[src/rtl/rbx_pkg.sv]
package rbx_pkg;
  typedef enum logic [1:0] {
    DIR_NONE = 2'd0,
    DIR_A2B  = 2'd1,
    DIR_B2A  = 2'd2
  } dir_e;
endpackage

[src/rtl/rbx_sync.sv]
// Multi-bit, multi-stage synchronizer; every bit is independent.
module rbx_sync #(
  parameter int WIDTH  = 1,
  parameter int STAGES = 2
) (
  input  logic             clk,
  input  logic             por_n,
  input  logic [WIDTH-1:0] d,
  output logic [WIDTH-1:0] q
);
  logic [WIDTH-1:0] stg_q [STAGES];

  genvar g;
  generate
    for (g = 0; g < STAGES; g++) begin : g_stage
      always_ff @(posedge clk or negedge por_n) begin
        if (!por_n) stg_q[g] <= '0;
        else if (g == 0) stg_q[g] <= d;
        else stg_q[g] <= stg_q[(g == 0) ? 0 : g-1];
      end
    end
  endgenerate

  assign q = stg_q[STAGES-1];
endmodule

[src/rtl/rbx_qual.sv]
// Clock-edge detection and reset qualification in the core clock domain.
module rbx_qual (
  input  logic clk,
  input  logic por_n,
  input  logic rs_s,     // synchronized device reset, active low
  input  logic cka_s,
  input  logic ckb_s,
  output logic cka_rise,
  output logic bypass,
  output logic ready
);
  logic       cka_prev_q, ckb_prev_q;
  logic       rs_prev_q, rs_prev_d;
  logic [3:0] seen_q, seen_d;
  logic       ready_q, ready_d;
  logic       cka_fall, ckb_rise, ckb_fall;
  logic       qual_done, release_edge;

  assign cka_rise = cka_s & ~cka_prev_q;
  assign cka_fall = ~cka_s & cka_prev_q;
  assign ckb_rise = ckb_s & ~ckb_prev_q;
  assign ckb_fall = ~ckb_s & ckb_prev_q;

  assign qual_done    = &seen_q;
  assign release_edge = rs_s & ~rs_prev_q;

  always_comb begin
    rs_prev_d = rs_s;
    if (rs_s) seen_d = '0;
    else      seen_d = seen_q | {ckb_fall, ckb_rise, cka_fall, cka_rise};
    ready_d = ready_q;
    if (release_edge && qual_done)  ready_d = 1'b1;
    else if (!rs_s && qual_done)    ready_d = 1'b0;
  end

  always_ff @(posedge clk or negedge por_n) begin
    if (!por_n) begin
      cka_prev_q <= 1'b0;
      ckb_prev_q <= 1'b0;
      rs_prev_q  <= 1'b0;
      seen_q     <= '0;
      ready_q    <= 1'b0;
    end else begin
      cka_prev_q <= cka_s;
      ckb_prev_q <= ckb_s;
      rs_prev_q  <= rs_prev_d;
      seen_q     <= seen_d;
      ready_q    <= ready_d;
    end
  end

  assign bypass = ~rs_s;
  assign ready  = ready_q;

  // ready only rises once all four clock edges were recorded
  a_r8_rise_needs_qual: assert property (@(posedge clk) disable iff (!por_n)
    $rose(ready_q) |-> $past(seen_q) == 4'hF);
  // ready only drops while the device reset is held
  a_r9_fall_in_reset: assert property (@(posedge clk) disable iff (!por_n)
    $fell(ready_q) |-> !$past(rs_s));
endmodule

[src/rtl/rbx_path.sv]
// Port-A-controlled registered bypass data path.
module rbx_path
  import rbx_pkg::*;
#(
  parameter int WIDTH = 36
) (
  input  logic             clk,
  input  logic             por_n,
  input  logic             byp,
  input  logic             edge_a,
  input  logic             a_en,
  input  logic             a_req,
  input  logic             a_rw,
  input  logic [WIDTH-1:0] a_din,
  input  logic [WIDTH-1:0] b_din,
  output logic [WIDTH-1:0] a_dout,
  output logic [WIDTH-1:0] b_dout,
  output logic             a_drive,
  output logic             b_drive
);
  logic [WIDTH-1:0] a_q, a_d, b_q, b_d;
  dir_e             dir_q, dir_d;
  logic             xfer;

  assign xfer = byp & edge_a & a_en & a_req;

  always_comb begin
    a_d   = a_q;
    b_d   = b_q;
    dir_d = dir_q;
    if (!byp) begin
      dir_d = DIR_NONE;
    end else if (xfer) begin
      if (a_rw) begin
        a_d   = b_din;
        dir_d = DIR_B2A;
      end else begin
        b_d   = a_din;
        dir_d = DIR_A2B;
      end
    end
  end

  always_ff @(posedge clk or negedge por_n) begin
    if (!por_n) begin
      a_q   <= '0;
      b_q   <= '0;
      dir_q <= DIR_NONE;
    end else begin
      a_q   <= a_d;
      b_q   <= b_d;
      dir_q <= dir_d;
    end
  end

  assign a_dout  = a_q;
  assign b_dout  = b_q;
  assign a_drive = (dir_q == DIR_B2A);
  assign b_drive = (dir_q == DIR_A2B);

  // a write edge loads the B-side register and points the drive at B
  a_r2_a_to_b: assert property (@(posedge clk) disable iff (!por_n)
    (xfer && !a_rw) |=> (b_q == $past(a_din)) && (dir_q == DIR_A2B));
  // a read edge loads the A-side register and points the drive at A
  a_r3_b_to_a: assert property (@(posedge clk) disable iff (!por_n)
    (xfer && a_rw) |=> (a_q == $past(b_din)) && (dir_q == DIR_B2A));
  // without a qualifying edge both registers hold
  a_r4_hold: assert property (@(posedge clk) disable iff (!por_n)
    !xfer |=> $stable(a_q) && $stable(b_q));
  // leaving bypass idles the direction
  a_r6_idle_outside: assert property (@(posedge clk) disable iff (!por_n)
    !byp |=> dir_q == DIR_NONE);
endmodule

[src/rtl/reset_bypass_xcvr.sv]
module reset_bypass_xcvr #(
  parameter int WIDTH       = 36,
  parameter int SYNC_STAGES = 2
) (
  input  logic             clk,
  input  logic             por_n,
  input  logic             rst_n,
  input  logic             ck_a,
  input  logic             ck_b,
  input  logic             a_en,
  input  logic             a_req,
  input  logic             a_rw,
  input  logic [WIDTH-1:0] a_din,
  input  logic [WIDTH-1:0] b_din,
  output logic [WIDTH-1:0] a_dout,
  output logic             a_drive,
  output logic [WIDTH-1:0] b_dout,
  output logic             b_drive,
  output logic             bypass,
  output logic             ready
);
  localparam int NSYNC = 3;

  logic [NSYNC-1:0] raw_in, syncd;
  logic             cka_rise;

  assign raw_in = {rst_n, ck_b, ck_a};

  rbx_sync #(.WIDTH(NSYNC), .STAGES(SYNC_STAGES)) u_sync (
    .clk(clk), .por_n(por_n), .d(raw_in), .q(syncd)
  );

  rbx_qual u_qual (
    .clk(clk), .por_n(por_n), .rs_s(syncd[2]), .cka_s(syncd[0]),
    .ckb_s(syncd[1]), .cka_rise(cka_rise), .bypass(bypass), .ready(ready)
  );

  rbx_path #(.WIDTH(WIDTH)) u_path (
    .clk(clk), .por_n(por_n), .byp(bypass), .edge_a(cka_rise),
    .a_en(a_en), .a_req(a_req), .a_rw(a_rw), .a_din(a_din), .b_din(b_din),
    .a_dout(a_dout), .b_dout(b_dout), .a_drive(a_drive), .b_drive(b_drive)
  );
endmodule

[config.mk]
export PLATFORM = sky130hd
export DESIGN_NAME = reset_bypass_xcvr
export DESIGN_NICKNAME = d
export VERILOG_FILES = /design/src/rtl/rbx_pkg.sv /design/src/rtl/rbx_sync.sv /design/src/rtl/rbx_qual.sv /design/src/rtl/rbx_path.sv /design/src/rtl/reset_bypass_xcvr.sv
export SDC_FILE = /design/constraint.sdc
export NUM_CORES = 1
export LEC_CHECK = 0
export BUFFER_PORTS_ARGS = -buffer_cell sky130_fd_sc_hd__buf_2
export CAP_MARGIN = 15
export CORE_UTILIZATION = 46
export DETAILED_ROUTE_END_ITERATION = 6
export PLACE_DENSITY = 0.78
export SETUP_SLACK_MARGIN = 0.05
export SYNTH_ARGS = -nofsm -noshare
export SYNTH_HDL_FRONTEND = slang
export SYNTH_SLANG_ARGS = --single-unit
[constraint.sdc]
create_clock -name clk -period 2.1 [get_ports clk]
set_clock_uncertainty 0.2 [all_clocks]
set_input_delay 0.105 -clock clk [delete_from_list [all_inputs] [get_ports clk]]
set_output_delay 0.105 -clock clk [all_outputs]
set_load 0.03 [all_outputs]
# After elaboration in Yosys (flattened, before gate mapping)
# Index checks and enable logic that the tools add are counted.
dict set report word_totals {
  regBits 88
  inputBits 80
  output_inout_bits 76
}
dict set report classes {
  n_eq_ne 2
  muxes 6
  bitwise 16
  n_reduce_logical 8
}
# cell n
set ops {}
lappend ops {{1-bit bitwise AND} 8}
lappend ops {{1-bit inverter} 7}
lappend ops {{2-bit two-way mux} 3}
lappend ops {{3-bit AND reduction} 2}
lappend ops {{4-bit two-way mux} 1}
lappend ops {{4-bit bitwise OR} 1}
lappend ops {{4-bit AND reduction} 1}
lappend ops {{2-bit nonzero test} 2}
lappend ops {{2-bit by 1-bit == test with 1-bit output, second input constant} 1}
lappend ops {{2-bit == test, second input constant} 1}
lappend ops {{1-bit logical AND} 2}
lappend ops {{1-bit two-way mux} 2}
lappend ops {{1-bit logical NOT} 1}

# Depth between registers and ports, before layout
dict set report depth {
  word_depth 7
  ltp_mapped 5
  depth_no_buf 3
}

# Cells and area by module
# From an unflattened synthesis, not the netlist that was laid out.
dict set report unflattened {
  hier_cells 197
  area_unflattened_um2 3393.3
}
# mod n_inst cells_per_inst area_per_inst_um2 seq_area_each_um2
set by_module_without_submodules {}
lappend by_module_without_submodules {rbx_path 1 164 2944.1 1851.8}
lappend by_module_without_submodules {rbx_qual 1 24 276.5 200.2}
lappend by_module_without_submodules {rbx_sync 1 9 172.7 150.1}

# Worst setup path after synthesis
# OpenSTA, ideal clock, no wires.
dict set report synth_path {
  kind {register to register}
  startpoint {reg u_sync.stg_q, in the netlist u_sync.q[2]}
  endpoint {reg u_path.a_q[10], in the netlist u_path.a_dout[10]}
  t_arrival_ps 1366
  slack_ps 409
  stages_incl_launch_ff 6
  cell_sequence {dfrtp_1 nor2b_2 and4_4 buf_12 buf_12 mux2_4}
}
dict set report synth_via {
  elab_chain_cells 5
}
# element line_no
set synth_lines {}
lappend synth_lines {{from (decl)} rbx_sync.sv:11} ;# logic [WIDTH-1:0] stg_q [STAGES];
lappend synth_lines {{from (signal, indexed assignment)} rbx_sync.sv:19} ;# else stg_q[g] <= stg_q[(g == 0) ? 0 : g-1];
lappend synth_lines {{1-bit inverter (no line) (*)} --}
lappend synth_lines {{1-bit bitwise AND (3 in a row)} rbx_path.sv:25} ;# assign xfer = byp & edge_a & a_en & a_req;
lappend synth_lines {{3-bit AND reduction (no line) (*)} --}
lappend synth_lines {{to (signal assigned)} rbx_path.sv:46} ;# a_q <= '0;
lappend synth_lines {{to (signal assigned)} rbx_path.sv:50} ;# a_q <= a_d;
lappend synth_lines {{to (decl)} rbx_path.sv:21} ;# logic [WIDTH-1:0] a_q, a_d, b_q, b_d;
# Every way passes the cells marked *; elsewhere a longest branch is shown, timed or not.
# A chain may end at the register's enable or synchronous reset.

# Worst setup path after layout
dict set report layout_path {
  startpoint {reg u_qual.cka_prev_q}
  endpoint {reg u_path.a_q[0], in the netlist u_path.a_dout[0]}
}
dict set report layout_via {
  elab_chain_cells 6
}
# element line_no
set layout_lines {}
lappend layout_lines {{from (decl)} rbx_qual.sv:12} ;# logic cka_prev_q, ckb_prev_q;
lappend layout_lines {{from (signal assigned)} rbx_qual.sv:44} ;# cka_prev_q <= cka_s;
lappend layout_lines {{1-bit inverter} rbx_qual.sv:19} ;# assign cka_rise = cka_s & ~cka_prev_q;
lappend layout_lines {{1-bit bitwise AND} rbx_qual.sv:19}
lappend layout_lines {{1-bit bitwise AND (3 in a row)} rbx_path.sv:25}
lappend layout_lines {{3-bit AND reduction (no line)} --}
# Every way passes these cells.

==> reports/metrics.cfg <==
[setup_path]
slowest_stage=dfrtp_1
reg2reg_slack_ns=0.25
criticalPathCategory=flop to flop
r2r_cells=4
startpoint_type=flop
r2r_start=u_qual.cka_prev_q
critical_path.cell_chain=and2b_1 > and4_4 > buf_4 > mux2_2
crit_path_end=u_path.a_dout[0]
worstSetupStartpoint=u_qual.cka_prev_q
timing.rr.end=u_path.a_dout[0]
cp.required_ns=2.13
crit_fanout=11
cp_slowest_stage_delay_ns=0.38
critPathArrivalTime_ns=1.88
worst_setup_path_end_kind=flop

[clock_tree]
htree_levels=3
cts-buffers-inserted=9
cts_buffer_depth=2
cts_tree=built
post_cts_buffers=0
cts-root-buf=clkbuf_8
cts.sinks=88
ctsHoldBuffers=77
clkLatencyLatePin_ns=0.33
cts_resized=0
clk_pin_slew_ns=0.09

[power_and_ir_drop]
irDropWorstVdd_v=0.000416
pwr-share-comb_pct=29.7
p_clk_share_pct=26.1
p_sw_share_pct=31.9
leakage_nw=2.74
sequentialPowerShare_pct=44.2
switchingPower_w=0.00153
p_int_w=0.00327
p_per_area_nw_per_um2=920

[cells_and_area]
fin_nets=515
drive_gt1_share_pct=56.6
antennaDiodeCount=0
mostFrequentLayoutCells=buf_2 (154), dfrtp_1 (88), dlygate4sd3_1 (77)
syn_to_final_growth_pct=54.1
mostFrequentLayoutCell=buf_2
finalNonFillerCells=536

[drt]
ant_nets=0
wl_per_cell_um=15.1
drc=0
wl_um=8080
via_per_inst=4.63
vias=2482
drtIter0Drc=43
first_pass_iters=4

[sta]
hold_viol_final=0
setup_viol_count_final=0
relSlewSlack_pct=56.1
fmax_mhz=540
layout_worst_path_cycle_share_pct=88.1
worst_pin_slew_ns=0.659
drv_slew=0
rsz0062_at_grt=no
post-route-min-period_ns=1.85
setup_tns_ns=0

[die]
dieArea_sq_um=7710
dieWidth_um=87.8
start_util_pct=48.8
ios=156
rows=30
core_sq_um=6940
dieHeight_um=87.8

[placed_design]
port_buffers=155
globalplace.congestion=0.738
dp_hpwl_um=4600
dpl.cell_count=443

[worst_hold_path]
min_delay_path_depth=3
holdCritPathClass=input port to flop

[yosys]
synthCells=194
synth_compound_area_share_pct=1.07
synth_top_family_by_area=multiplexers
synth_nets=274
synth_xor_xnor_area_share_pct=0
ys_types=20
ys_seq_elements=88
ys.warnings.count=0
netlist_area_sq_um=3390
synthMuxAreaShare_pct=27.2
yosys.area.top_type_share_pct=65.0
synth_fa_ha_area_share_pct=0
yosysTopAreaCell=dfrtp_1
yosys.area_share.simple_pct=2.73
synth-seq-area-share_pct=65.0
synthTopCellsByArea=dfrtp_1 (65%), mux2_2 (14%), mux2_4 (13%)
syn_avg_cell_area_sq_um=17.5

[run]
max_cap_violations=0

[status]
status=finished, final reports clean

[global_routing]
grt_max_degree=53
grt_pass1_vias=2679
grt_pass1_wl_um=12500
grt_usage_pct=21.6
grt_antenna_before_repair=0
grt_remaining_overflow=0

## critical path: cells and delay by family (launching register included)
kind          cells  cell delay (ns)
simple gates      2             0.60
flops             1             0.38
buf+inv           1             0.23
mux               1             0.34
## cell usage after synthesis
library cell  instances
dfrtp_1              88
mux2_2               43
mux2_4               29
nor2_1                6
buf_12                4
inv_1                 4
a21oi_1               3
buf_6                 3
nand2_1               2
nor2b_1               2
and2b_1               1
and3_2                1
and4_4                1
buf_4                 1
nand4_1               1
nand4b_1              1
nor2b_2               1
o21ai_0               1
o21bai_1              1
o22a_1                1
## through the flow
stage / hold slack [ns] / area [sq um] / total power [W] / setup WS (ns) / utilization (%)
floorplan: -0.391 / 3390 / 0.00300 / 0.409 / -
global placement: -0.0306 / 4230 / 0.00341 / 0.277 / 61.0
detailed placement: -0.0232 / 4230 / 0.00344 / 0.254 / 61.0
CTS: 0.0846 / 5220 / 0.00481 / 0.247 / 75.2
global route: 0.116 / 5220 / 0.00502 / 0.174 / 75.2
finish: 0.101 / 5220 / 0.00480 / 0.249 / 75.2
## per-layer routing
| metal | up-vias | global-route usage (%) | wire length [um] |
|---|---|---|---|
| met5 | - | 0 | 0 |
| met3 | 14 | 4.43 | 416 |
| met4 | 0 | 8.94 | 148 |
| li1 | 1148 | - | - |
| met2 | 100 | 39.6 | 4200 |
| met1 | 1220 | 24.5 | 3310 |
## how the worst min path moves through the flow
stage | start | end
after CTS | a_rw | u_path.dir_q[1]
after detailed placement | por_n | u_path.a_dout[10]
final | a_rw | u_path.dir_q[1]
after floorplan | por_n | u_path.a_dout[0]
after global placement | por_n | u_path.a_dout[10]
after global routing | a_rw | u_path.dir_q[1]
## final cells by class
cell class	count	area (sq um)
Fill cell	412	1730
Inverter	4	15.0
Sequential cell	88	2200
Multi-Input combinational cell	94	1050
Tap cell	96	120
Clock buffer	13	149
Timing Repair Buffer	238	1620
Clock inverter	3	65.1
## power by group through the flow
stage	Combinational, W	Clock (W)	Sequential [W]
6_report	0.00143	0.00125	0.00212
5_1_grt	0.00151	0.00135	0.00215
4_1_cts	0.00141	0.00128	0.00211
3_5_place_dp	0.00130	0	0.00214
3_3_place_gp	0.00127	0	0.00214
2_1_floorplan	0.000314	0	0.00268
## cells by family (layout without fill, tap and decap cells)
family | count (synthesis) | in the layout
AOI/OAI and AO/OA | 6 | 6
buffers and inverters | 12 | 258
DFF | 88 | 88
muxes | 72 | 72
and+or+nand+nor | 16 | 16
## state kept, by name, indices dropped and copies added (netlist names)
register,count
u_path.a_dout,36
u_path.b_dout,36
u_path.dir_q,2
u_qual.cka_prev_q,1
u_qual.ckb_prev_q,1
u_qual.ready,1
u_qual.rs_prev_q,1
u_qual.seen_q,4
u_sync.q,3
u_sync.stg_q,3
No activity file was read; power rests on OpenSTA's default activity.
